File: src/rtl/pwm_tmr_pkg.sv
package pwm_tmr_pkg;

    localparam int CW = 24;

    typedef enum logic {
        SRC_DIV2  = 1'b0,
        SRC_PRESC = 1'b1
    } tick_src_e;

    typedef struct packed {
        logic      inv;
        logic      reload;
        tick_src_e src;
    } tmr_cfg_t;

    typedef struct packed {
        logic match;
        logic wrap;
    } tmr_evt_t;

    function automatic logic toggle_req(tmr_evt_t e);
        return e.match | e.wrap;
    endfunction

endpackage

File: src/rtl/tmr_tick_gen.sv
module tmr_tick_gen
    import pwm_tmr_pkg::*;
(
    input  logic      clk,
    input  logic      rst,
    input  logic      start,
    input  logic      running,
    input  tick_src_e src,
    input  logic      presc_tick,
    output logic      tick
);
    logic phase;

    always_ff @(posedge clk) begin
        if (rst || start)
            phase <= 1'b0;
        else if (running)
            phase <= ~phase;
    end

    always_comb begin
        if (src == SRC_PRESC)
            tick = running & presc_tick;
        else
            tick = running & phase;
    end

    // the divided tick never fires on two consecutive cycles
    assert_div2_gap_R2: assert property (@(posedge clk) disable iff (rst)
        (tick && src == SRC_DIV2) |=> !(tick && src == SRC_DIV2));

endmodule

File: src/rtl/tmr_count_core.sv
module tmr_count_core #(
    parameter int W = pwm_tmr_pkg::CW
) (
    input  logic         clk,
    input  logic         rst,
    input  logic         start,
    input  logic         tick,
    input  logic         reload,
    input  logic [W-1:0] load_val,
    input  logic [W-1:0] cmp_val,
    output logic [W-1:0] count,
    output logic [W-1:0] nxt,
    output pwm_tmr_pkg::tmr_evt_t evt
);
    logic         first;
    logic [W:0]   sum;

    always_comb begin
        sum       = {1'b0, count} + {{W{1'b0}}, 1'b1};
        evt.wrap  = tick & ~first & sum[W];
        if (first || (evt.wrap && reload))
            nxt = load_val;
        else
            nxt = sum[W-1:0];
        evt.match = tick & (nxt == cmp_val);
    end

    always_ff @(posedge clk) begin
        if (rst) begin
            count <= '0;
            first <= 1'b0;
        end else if (start) begin
            count <= '0;
            first <= 1'b1;
        end else if (tick) begin
            count <= nxt;
            first <= 1'b0;
        end
    end

    // start clears the counter
    assert_start_zero_R1: assert property (@(posedge clk) disable iff (rst)
        start |=> count == '0);

    // first tick after start loads the load value
    assert_first_load_R3: assert property (@(posedge clk) disable iff (rst)
        (tick && first && !start) |=> count == $past(load_val));

    // an ordinary tick increments by one
    assert_step_R3: assert property (@(posedge clk) disable iff (rst)
        (tick && !first && !start && count != '1) |=> count == $past(count) + 1'b1);

    // reload on overflow restarts at the load value
    assert_reload_R6: assert property (@(posedge clk) disable iff (rst)
        (evt.wrap && reload && !start) |=> count == $past(load_val));

    // free-run mode wraps through zero
    assert_wrap_zero_R6: assert property (@(posedge clk) disable iff (rst)
        (evt.wrap && !reload && !start) |=> count == '0);

endmodule

File: src/rtl/tmr_out_stat.sv
module tmr_out_stat #(
    parameter int W = pwm_tmr_pkg::CW
) (
    input  logic         clk,
    input  logic         rst,
    input  logic         start,
    input  logic         inv,
    input  pwm_tmr_pkg::tmr_evt_t evt,
    input  logic [W-1:0] nxt,
    input  logic [W-1:0] cmp_val,
    input  logic         clr_cmp,
    input  logic         clr_ovf,
    input  logic         cmp_ie,
    input  logic         ovf_ie,
    output logic         pin,
    output logic [W-1:0] capture,
    output logic         cmp_flag,
    output logic         ovf_flag,
    output logic         cmp_irq,
    output logic         ovf_irq
);
    import pwm_tmr_pkg::*;

    always_ff @(posedge clk) begin
        if (rst)
            pin <= 1'b0;
        else if (start)
            pin <= inv;
        else if (toggle_req(evt))
            pin <= ~pin;
    end

    always_ff @(posedge clk) begin
        if (rst)
            capture <= '0;
        else if (evt.match)
            capture <= nxt;
    end

    always_ff @(posedge clk) begin
        if (rst) begin
            cmp_flag <= 1'b0;
            ovf_flag <= 1'b0;
        end else begin
            if (evt.match)    cmp_flag <= 1'b1;
            else if (clr_cmp) cmp_flag <= 1'b0;
            if (evt.wrap)     ovf_flag <= 1'b1;
            else if (clr_ovf) ovf_flag <= 1'b0;
        end
    end

    assign cmp_irq = cmp_flag & cmp_ie;
    assign ovf_irq = ovf_flag & ovf_ie;

    // a match captures the compare value and flags it
    assert_capture_R4: assert property (@(posedge clk) disable iff (rst)
        evt.match |=> (capture == $past(cmp_val)) && cmp_flag);

    // overflow sets its flag
    assert_ovf_flag_R5: assert property (@(posedge clk) disable iff (rst)
        evt.wrap |=> ovf_flag);

    // coincident events give exactly one inversion
    assert_single_toggle_R7: assert property (@(posedge clk) disable iff (rst)
        (evt.match && evt.wrap && !start) |=> pin != $past(pin));

    // without an event or start the pin is steady
    assert_pin_quiet_R4: assert property (@(posedge clk) disable iff (rst)
        (!start && !evt.match && !evt.wrap) |=> $stable(pin));

    // clear without a new event drops the flag
    assert_clear_R9: assert property (@(posedge clk) disable iff (rst)
        (clr_cmp && !evt.match) |=> !cmp_flag);

endmodule

File: src/rtl/pwm_toggle_timer.sv
module pwm_toggle_timer
    import pwm_tmr_pkg::*;
#(
    parameter int W = CW
) (
    input  logic         clk,
    input  logic         rst,
    input  logic         tick_sel,
    input  logic         presc_tick,
    input  logic         run_en,
    input  logic         inv,
    input  logic         reload_mode,
    input  logic         cmp_ie,
    input  logic         ovf_ie,
    input  logic         clr_cmp,
    input  logic         clr_ovf,
    input  logic [W-1:0] load_val,
    input  logic [W-1:0] cmp_val,
    output logic         pin_out,
    output logic [W-1:0] count_q,
    output logic [W-1:0] capture_q,
    output logic         cmp_flag,
    output logic         ovf_flag,
    output logic         cmp_irq,
    output logic         ovf_irq
);
    logic     en_d;
    logic     start;
    logic     running;
    logic     tick;
    logic [W-1:0] nxt;
    tmr_evt_t evt;
    tmr_cfg_t cfg;

    always_ff @(posedge clk) begin
        if (rst) en_d <= 1'b0;
        else     en_d <= run_en;
    end

    assign start   = run_en & ~en_d;
    assign running = run_en & en_d;
    assign cfg     = '{inv: inv, reload: reload_mode, src: tick_src_e'(tick_sel)};

    tmr_tick_gen u_tick (
        .clk        (clk),
        .rst        (rst),
        .start      (start),
        .running    (running),
        .src        (cfg.src),
        .presc_tick (presc_tick),
        .tick       (tick)
    );

    tmr_count_core #(.W(W)) u_core (
        .clk      (clk),
        .rst      (rst),
        .start    (start),
        .tick     (tick),
        .reload   (cfg.reload),
        .load_val (load_val),
        .cmp_val  (cmp_val),
        .count    (count_q),
        .nxt      (nxt),
        .evt      (evt)
    );

    tmr_out_stat #(.W(W)) u_out (
        .clk      (clk),
        .rst      (rst),
        .start    (start),
        .inv      (cfg.inv),
        .evt      (evt),
        .nxt      (nxt),
        .cmp_val  (cmp_val),
        .clr_cmp  (clr_cmp),
        .clr_ovf  (clr_ovf),
        .cmp_ie   (cmp_ie),
        .ovf_ie   (ovf_ie),
        .pin      (pin_out),
        .capture  (capture_q),
        .cmp_flag (cmp_flag),
        .ovf_flag (ovf_flag),
        .cmp_irq  (cmp_irq),
        .ovf_irq  (ovf_irq)
    );

    // pin takes the invert level after a start edge
    assert_pin_init_R1: assert property (@(posedge clk) disable iff (rst)
        (run_en && !en_d) |=> pin_out == $past(inv));

    // disabled channel holds count and pin
    assert_hold_R10: assert property (@(posedge clk) disable iff (rst)
        (!run_en && en_d == 1'b0) |=> $stable(count_q) && $stable(pin_out));

endmodule

File: config.mk
export PLATFORM = sky130hd
export DESIGN_NAME = pwm_toggle_timer
export DESIGN_NICKNAME = d
export VERILOG_FILES = /design/src/rtl/pwm_tmr_pkg.sv /design/src/rtl/tmr_tick_gen.sv /design/src/rtl/tmr_count_core.sv /design/src/rtl/tmr_out_stat.sv /design/src/rtl/pwm_toggle_timer.sv
export SDC_FILE = /design/constraint.sdc
export NUM_CORES = 1
export LEC_CHECK = 0
export BUFFER_PORTS_ARGS = -buffer_cell sky130_fd_sc_hd__buf_2
export CAP_MARGIN = 40
export CELL_PAD_IN_SITES_DETAIL_PLACEMENT = 1
export CELL_PAD_IN_SITES_GLOBAL_PLACEMENT = 1
export CORE_MARGIN = 3
export CORE_UTILIZATION = 39
export CTS_CLUSTER_SIZE = 30
export DETAILED_ROUTE_END_ITERATION = 7
export PLACE_DENSITY = 0.89
export SYNTH_ARGS = -nofsm -noshare
export SYNTH_HDL_FRONTEND = slang
export SYNTH_SLANG_ARGS = --single-unit
export TNS_END_PERCENT = 50
File: constraint.sdc
create_clock -name clk -period 7.95 [get_ports clk]
set_input_delay 1.1925 -clock clk [delete_from_list [all_inputs] [get_ports clk]]
set_output_delay 1.1925 -clock clk [all_outputs]
set_load 0.01 [all_outputs]
# Yosys cells after proc, flatten, opt, wreduce, memory -nomap -nowiden

Index checks and enable logic that the tools add are counted.

Memories kept: 0
Bits in latches: 0
RAM bits: 0
Memory bits (read-only): 0
Output and inout bits: 53
Register bits: 54

Eq/ne operators: 1
Shift-type cells: 0
Multiply operators: 0
Bitwise gates (word level): 14
Add/sub/neg operators: 1
Div/mod/pow operators: 0
Reduce and logical (&&, ||, !) cells: 8
Order comparisons: 0
Mux-type cells: 10

Operator list:

| kind                    | number |
|---|---|
| $add A24 B1 Y25 const B | 1 |
| $eq A24 B24 Y1          | 1 |
| $mux W24                | 1 |
| $and A1 B1 Y1           | 9 |
| $mux W1                 | 9 |
| $reduce_bool A2 Y1      | 4 |
| $not A1 Y1              | 4 |
| $logic_or A1 B1 Y1      | 2 |
| $reduce_or A2 Y1        | 1 |
| $logic_and A1 B1 Y1     | 1 |
| $or A1 B1 Y1            | 1 |

# Depth between registers and ports, before layout

Depth in word-level cells: 13
Mapped depth: 16
Gate-level depth less buffers: 11

# Modules after synthesis

Synthesis repeated with hierarchy kept, for this count alone.

Cells, all modules: 395
Area total of the unflattened synthesis: 3367.0 µm²

By module, submodules not included:

| module           | cells each | area an instance (µm²) | sequential area each (µm²) | instances |
|---|---|---|---|---|
| tmr_count_core   | 292        | 2282.2                 | 500.5                      | 1 |
| tmr_out_stat     | 94         | 987.2                  | 540.5                      | 1 |
| tmr_tick_gen     | 5          | 55.1                   | 20.0                       | 1 |
| pwm_toggle_timer | 4          | 42.5                   | 20.0                       | 1 |

# Least setup slack after synthesis

OpenSTA, ideal clock, no wires.

Path type: input-to-reg
Start: in tick_sel
End: reg u_out.capture[10]
Stages: 14
Slack: 3823 ps
Arrival: 4000 ps
Path buffers: 4
Library setup time: 128 ps
Cells stage by stage: mux2i_1 -> or4_1 -> or4_4 -> buf_6 -> nand2_4 -> buf_6 -> nand3_4 -> a2111oi_4 -> nand4_1 -> nor4_2 -> buf_6 -> buf_12 -> mux2i_1 -> nor2_1

Longest elaborated chain between the ends: 8

RTL lines:

| item                        | RTL line              | source |
|---|---|---|
| from (decl)                 | pwm_toggle_timer.sv:8 | `input logic tick_sel,` |
| $mux W1 *                   | tmr_tick_gen.sv:22    | `if (src == SRC_PRESC)` |
| $and A1 B1 Y1 (2 in series) | tmr_count_core.sv:20  | `evt.wrap = tick & ~first & sum[W];` |
| $logic_and A1 B1 Y1         | tmr_count_core.sv:21  | `if (first \|\| (evt.wrap && reload))` |
| $logic_or A1 B1 Y1          | tmr_count_core.sv:21  |  |
| $mux W24                    | tmr_count_core.sv:21  |  |
| $eq A24 B24 Y1              | tmr_count_core.sv:25  | `evt.match = tick & (nxt == cmp_val);` |
| $and A1 B1 Y1               | tmr_count_core.sv:25  |  |
| to (signal assigned)        | tmr_out_stat.sv:37    | `capture <= nxt;` |
| to (decl)                   | tmr_out_stat.sv:16    | `output logic [W-1:0] capture,` |

Every way passes the cells marked *; elsewhere a longest branch is shown, timed or not.
A chain may end at the register's enable or synchronous reset.

# Worst setup path in the final report

Start: in run_en
End: reg u_out.capture[20]

Longest elaborated chain between the ends: 10
Elaborated cells on any way between the ends: 11

RTL lines:

| item                             | RTL line                               | source |
|---|---|---|
| from (decl)                      | pwm_toggle_timer.sv:10                 | `input logic run_en,` |
| $and A1 B1 Y1 *                  | pwm_toggle_timer.sv:41                 | `assign running = run_en & en_d;` |
| $and A1 B1 Y1 (on tied branches) | tmr_tick_gen.sv:25, tmr_tick_gen.sv:23 |  |
| $mux W1 *                        | tmr_tick_gen.sv:22                     |  |
| $and A1 B1 Y1 (2 in series)      | tmr_count_core.sv:20                   |  |
| $logic_and A1 B1 Y1              | tmr_count_core.sv:21                   |  |
| $logic_or A1 B1 Y1               | tmr_count_core.sv:21                   |  |
| $mux W24                         | tmr_count_core.sv:21                   |  |
| $eq A24 B24 Y1                   | tmr_count_core.sv:25                   |  |
| $and A1 B1 Y1                    | tmr_count_core.sv:25                   |  |

Marked as above.

==> flow_metrics.env <==
export IMPL_viasPerCell=5.72
export IMPL_cp_end_kind="register"
export IMPL_core_um2=8340
export IMPL_hold_path_endpoint="u_out.capture[18]"
export IMPL_numClockSinks=54
export IMPL_status="finished, final reports clean"
export IMPL_pin_count=112
export IMPL_rsz0062_at_grt="false"
export IMPL_slew_headroom_pct=50.2
export IMPL_syn_area_per_cell_um2=7.99
export IMPL_dieArea_um2=9890
export IMPL_yosysSeqAreaShare_pct=31.8
export IMPL_ff2ff_setup_slack_ps=3530
export IMPL_cts_htree_levels=2
export IMPL_synth_top_area_share_pct=31.8
export IMPL_grt_pass1_vias=3667
export IMPL_critical_path_max_stage_delay_ps=600
export IMPL_r2r_end="u_out.capture[20]"
export IMPL_via_count=3590
export IMPL_die_height_um=99.4
export IMPL_syn_nets=486
export IMPL_powerDensity_nw_per_um2=130
export IMPL_slowest_stage="or4_4"
export IMPL_multi_input_area_um2=2120
export IMPL_ys_flop_type="dfxtp_1"
export IMPL_required_ps=8140
export IMPL_seqCellArea_um2=1080
export IMPL_r2r_start="u_core.count[0]"
export IMPL_path_max_fanout=33
export IMPL_finalHoldViolCount=0
export IMPL_grt_pass1_wl_um=19000
export IMPL_drv_cap=0
export IMPL_cts_tree="yes"
export IMPL_die_w_um=99.4
export IMPL_fmax_ghz=0.219
export IMPL_drt_total_wl_um=12100
export IMPL_peakVddDrop_v=0.0000870
export IMPL_start_util_pct=40.8
export IMPL_detail_route_antenna_nets=0
export IMPL_synthSimpleGateAreaFrac_pct=25.2
export IMPL_drc=0
export IMPL_worstPathCellList="buf_2 > nand2_1 > or4_1 > or4_4 > nand2_4 > o21ai_0 > xnor2_1 > nand4_1 > nor4_4 > buf_4 > mux2i_1 > nor2_1"
export IMPL_finClkSkew_ps=11.3
export IMPL_cp_start_kind="input port"
export IMPL_place_inst=620
export IMPL_muxShareOfSynthArea_pct=8.60
export IMPL_area_delta_synth_final_pct=19.3
export IMPL_port_buffers=111
export IMPL_synth_cell_types=59
export IMPL_drive_gt1_share_pct=27.2
export IMPL_fin_hold_ws_ps=500
export IMPL_crit_type="input port to register"
export IMPL_fin_crit_sh_pct=57.6
export IMPL_numCtsBuffers=5
export IMPL_grt_util_all_layers_pct=24.1
export IMPL_synth_seq_cells=54
export IMPL_root_buffer="clkbuf_8"
export IMPL_clockBufferDepth=2
export IMPL_final_cells=628
export IMPL_worst_slack_ps=3370
export IMPL_hold_depth=2
export IMPL_drtPass1Iterations=4
export IMPL_layout_nets=582
export IMPL_insertion_delay_ps=320
export IMPL_arrival_ps=4770
export IMPL_antenna_found_initial=0
export IMPL_synth_xor_area_share_pct=11.0
export IMPL_cts_setup_buffers=0
export IMPL_hold_class="register to register"
export IMPL_drv_slew=0
export IMPL_synth_cells=426
export IMPL_synth_area_leader_cell="dfxtp_1"
export IMPL_yosys_top_cells_area="dfxtp_1 (32%), mux2i_1 (7.9%), xnor2_1 (7.2%), nand2_1 (6.1%), nor2_1 (5.1%)"
export IMPL_hp_start="u_out.capture[18]"
export IMPL_synthAdderAreaFrac_pct=0.368
export IMPL_post_place_ws_ps=3090
export IMPL_synth_compound_area_share_pct=16.7
export IMPL_hpwl_um=9180
export IMPL_ys_warn_count=0
export IMPL_fin_crit_ps=4580
export IMPL_critPathLaunch="run_en"
export IMPL_hold_buffers=0
export IMPL_tightestPinTransition_ps=739
export IMPL_first_iter_violations=162
export IMPL_grt_max_degree=34
export IMPL_fin_tns_setup_ps=0
export IMPL_reg2reg_depth=12
export IMPL_synth_edf_count=0
export IMPL_setup_violations=0
export IMPL_syn_cell_area_um2=3400
export IMPL_row_count=33
export IMPL_antenna_cells=0
export IMPL_overflow=0
export IMPL_fillers=1071
export IMPL_synth_top_family_by_area="simple AND/OR/NAND/NOR gates"
export IMPL_power_uw=529
export IMPL_async_reset_ff_share_pct=0
export IMPL_path_clk_slew_ps=100
export IMPL_cts_resized=0
export IMPL_power_leakage_uw=0.00158
export IMPL_avgRoutedWirePerCell_um=19.2
export IMPL_gp_congestion=0.937
-- worst max-delay path, delay by kind of cell --
family | cells | cell delay, ps
AND/OR/NAND/NOR | 7 | 2110
buffers and inverters | 2 | 540
AO/OA/AOI/OAI | 1 | 370
multiplexers | 1 | 260
XOR/XNOR | 1 | 250
-- area by class of cell --
| class | instances | area share [%] |
|---|---|---|
| clock inverter | 3 | 0.678 |
| timing repair buffer | 115 | 14.4 |
| clock buffer | 5 | 1.69 |
| sequential | 54 | 26.6 |
| tap | 105 | 3.23 |
| inverter | 14 | 1.29 |
| multi-input combinational | 332 | 52.1 |
-- report_power, final --
| group | switching [µW] | internal (µW) | leakage [µW] |
|---|---|---|---|
| logic | 51.7 | 31.5 | 0.00110 |
| clock network | 106 | 65.7 | 0.0000467 |
| registers | 1.94 | 272 | 0.000436 |
| total | 159 | 370 | 0.00158 |
-- cells in the mapped netlist, types with 2 or more instances --
| library cell | number |
|---|---|
| a21oi_1 | 32 |
| nor4_1 | 2 |
| xor2_1 | 7 |
| o22ai_1 | 2 |
| a222oi_1 | 2 |
| xnor2_1 | 28 |
| nor2_1 | 46 |
| buf_6 | 4 |
| a211oi_1 | 3 |
| dfxtp_1 | 54 |
| nand3_1 | 10 |
| nand3b_1 | 2 |
| buf_2 | 2 |
| nor3_1 | 9 |
| o31ai_1 | 3 |
| mux2i_1 | 27 |
| buf_12 | 2 |
| nor4_2 | 3 |
| o21a_1 | 3 |
| o21ai_1 | 4 |
| xnor3_1 | 3 |
| or3_1 | 4 |
| o21ai_0 | 30 |
| or4_1 | 3 |
| and3_1 | 4 |
| and4_1 | 2 |
| nand2_1 | 55 |
| a2111oi_0 | 2 |
| nor2b_1 | 5 |
| and2_1 | 2 |
| nand4_1 | 11 |
| nand3_2 | 2 |
| or2_2 | 4 |
| mux2_2 | 2 |
| inv_1 | 13 |
| clkbuf_1 | 16 |
-- registers in the layout (all words and copies together) (netlist names) --
signal and count:
u_core.first 1, u_core.count 24, en_d 1, u_out.capture 24
u_out.ovf_flag 1, u_tick.phase 1, u_out.cmp_flag 1, u_out.pin 1
-- stage by stage --
step	area [µm²]	utilization [%]
floorplan	3400	-
global route	4060	48.7
detailed placement	3970	47.6
global placement	3970	47.6
finish	4060	48.7
CTS	4060	48.7
-- worst max-delay path by stage --
stage / slack (ps) / endpoint / cells after the start
after floorplan: 3820 / u_out.capture[10] / 14
after global placement: 3200 / u_out.capture[20] / 12
after detailed placement: 3090 / u_out.capture[3] / 12
after CTS: 3420 / u_out.capture[3] / 12
after global routing: 3120 / u_out.capture[20] / 12
final: 3370 / u_out.capture[20] / 12
-- metal layers --
layer | track usage [%] | up-vias | share of wire [%]
met5 | 0 | - | 0
met4 | 6.20 | 0 | 1.4
met3 | 2.59 | 17 | 4.8
met2 | 39.8 | 141 | 48
met1 | 33.6 | 1752 | 46
li1 | - | 1680 | -
-- placed cells by master (no fill, tap or decap), drive strengths merged, types with 9 or more instances in the layout --
cell	Yosys	final
xnor2	28	28
o21ai	34	34
inv	13	15
nand3	13	13
a21oi	32	32
nor2	47	47
nand2	56	56
dfxtp	54	54
nor3	9	9
mux2i	27	27
buf	9	115
nand4	11	11
-- kinds of logic (layout without fill, tap and decap cells) --
logic type	after synthesis	after routing
fa+ha+maj	1	1
mux	29	29
compound gates	93	93
buf+inv	40	137
xor+xnor	38	38
simple gates	171	171
flops	54	54
(Power assumes the default switching activity.)
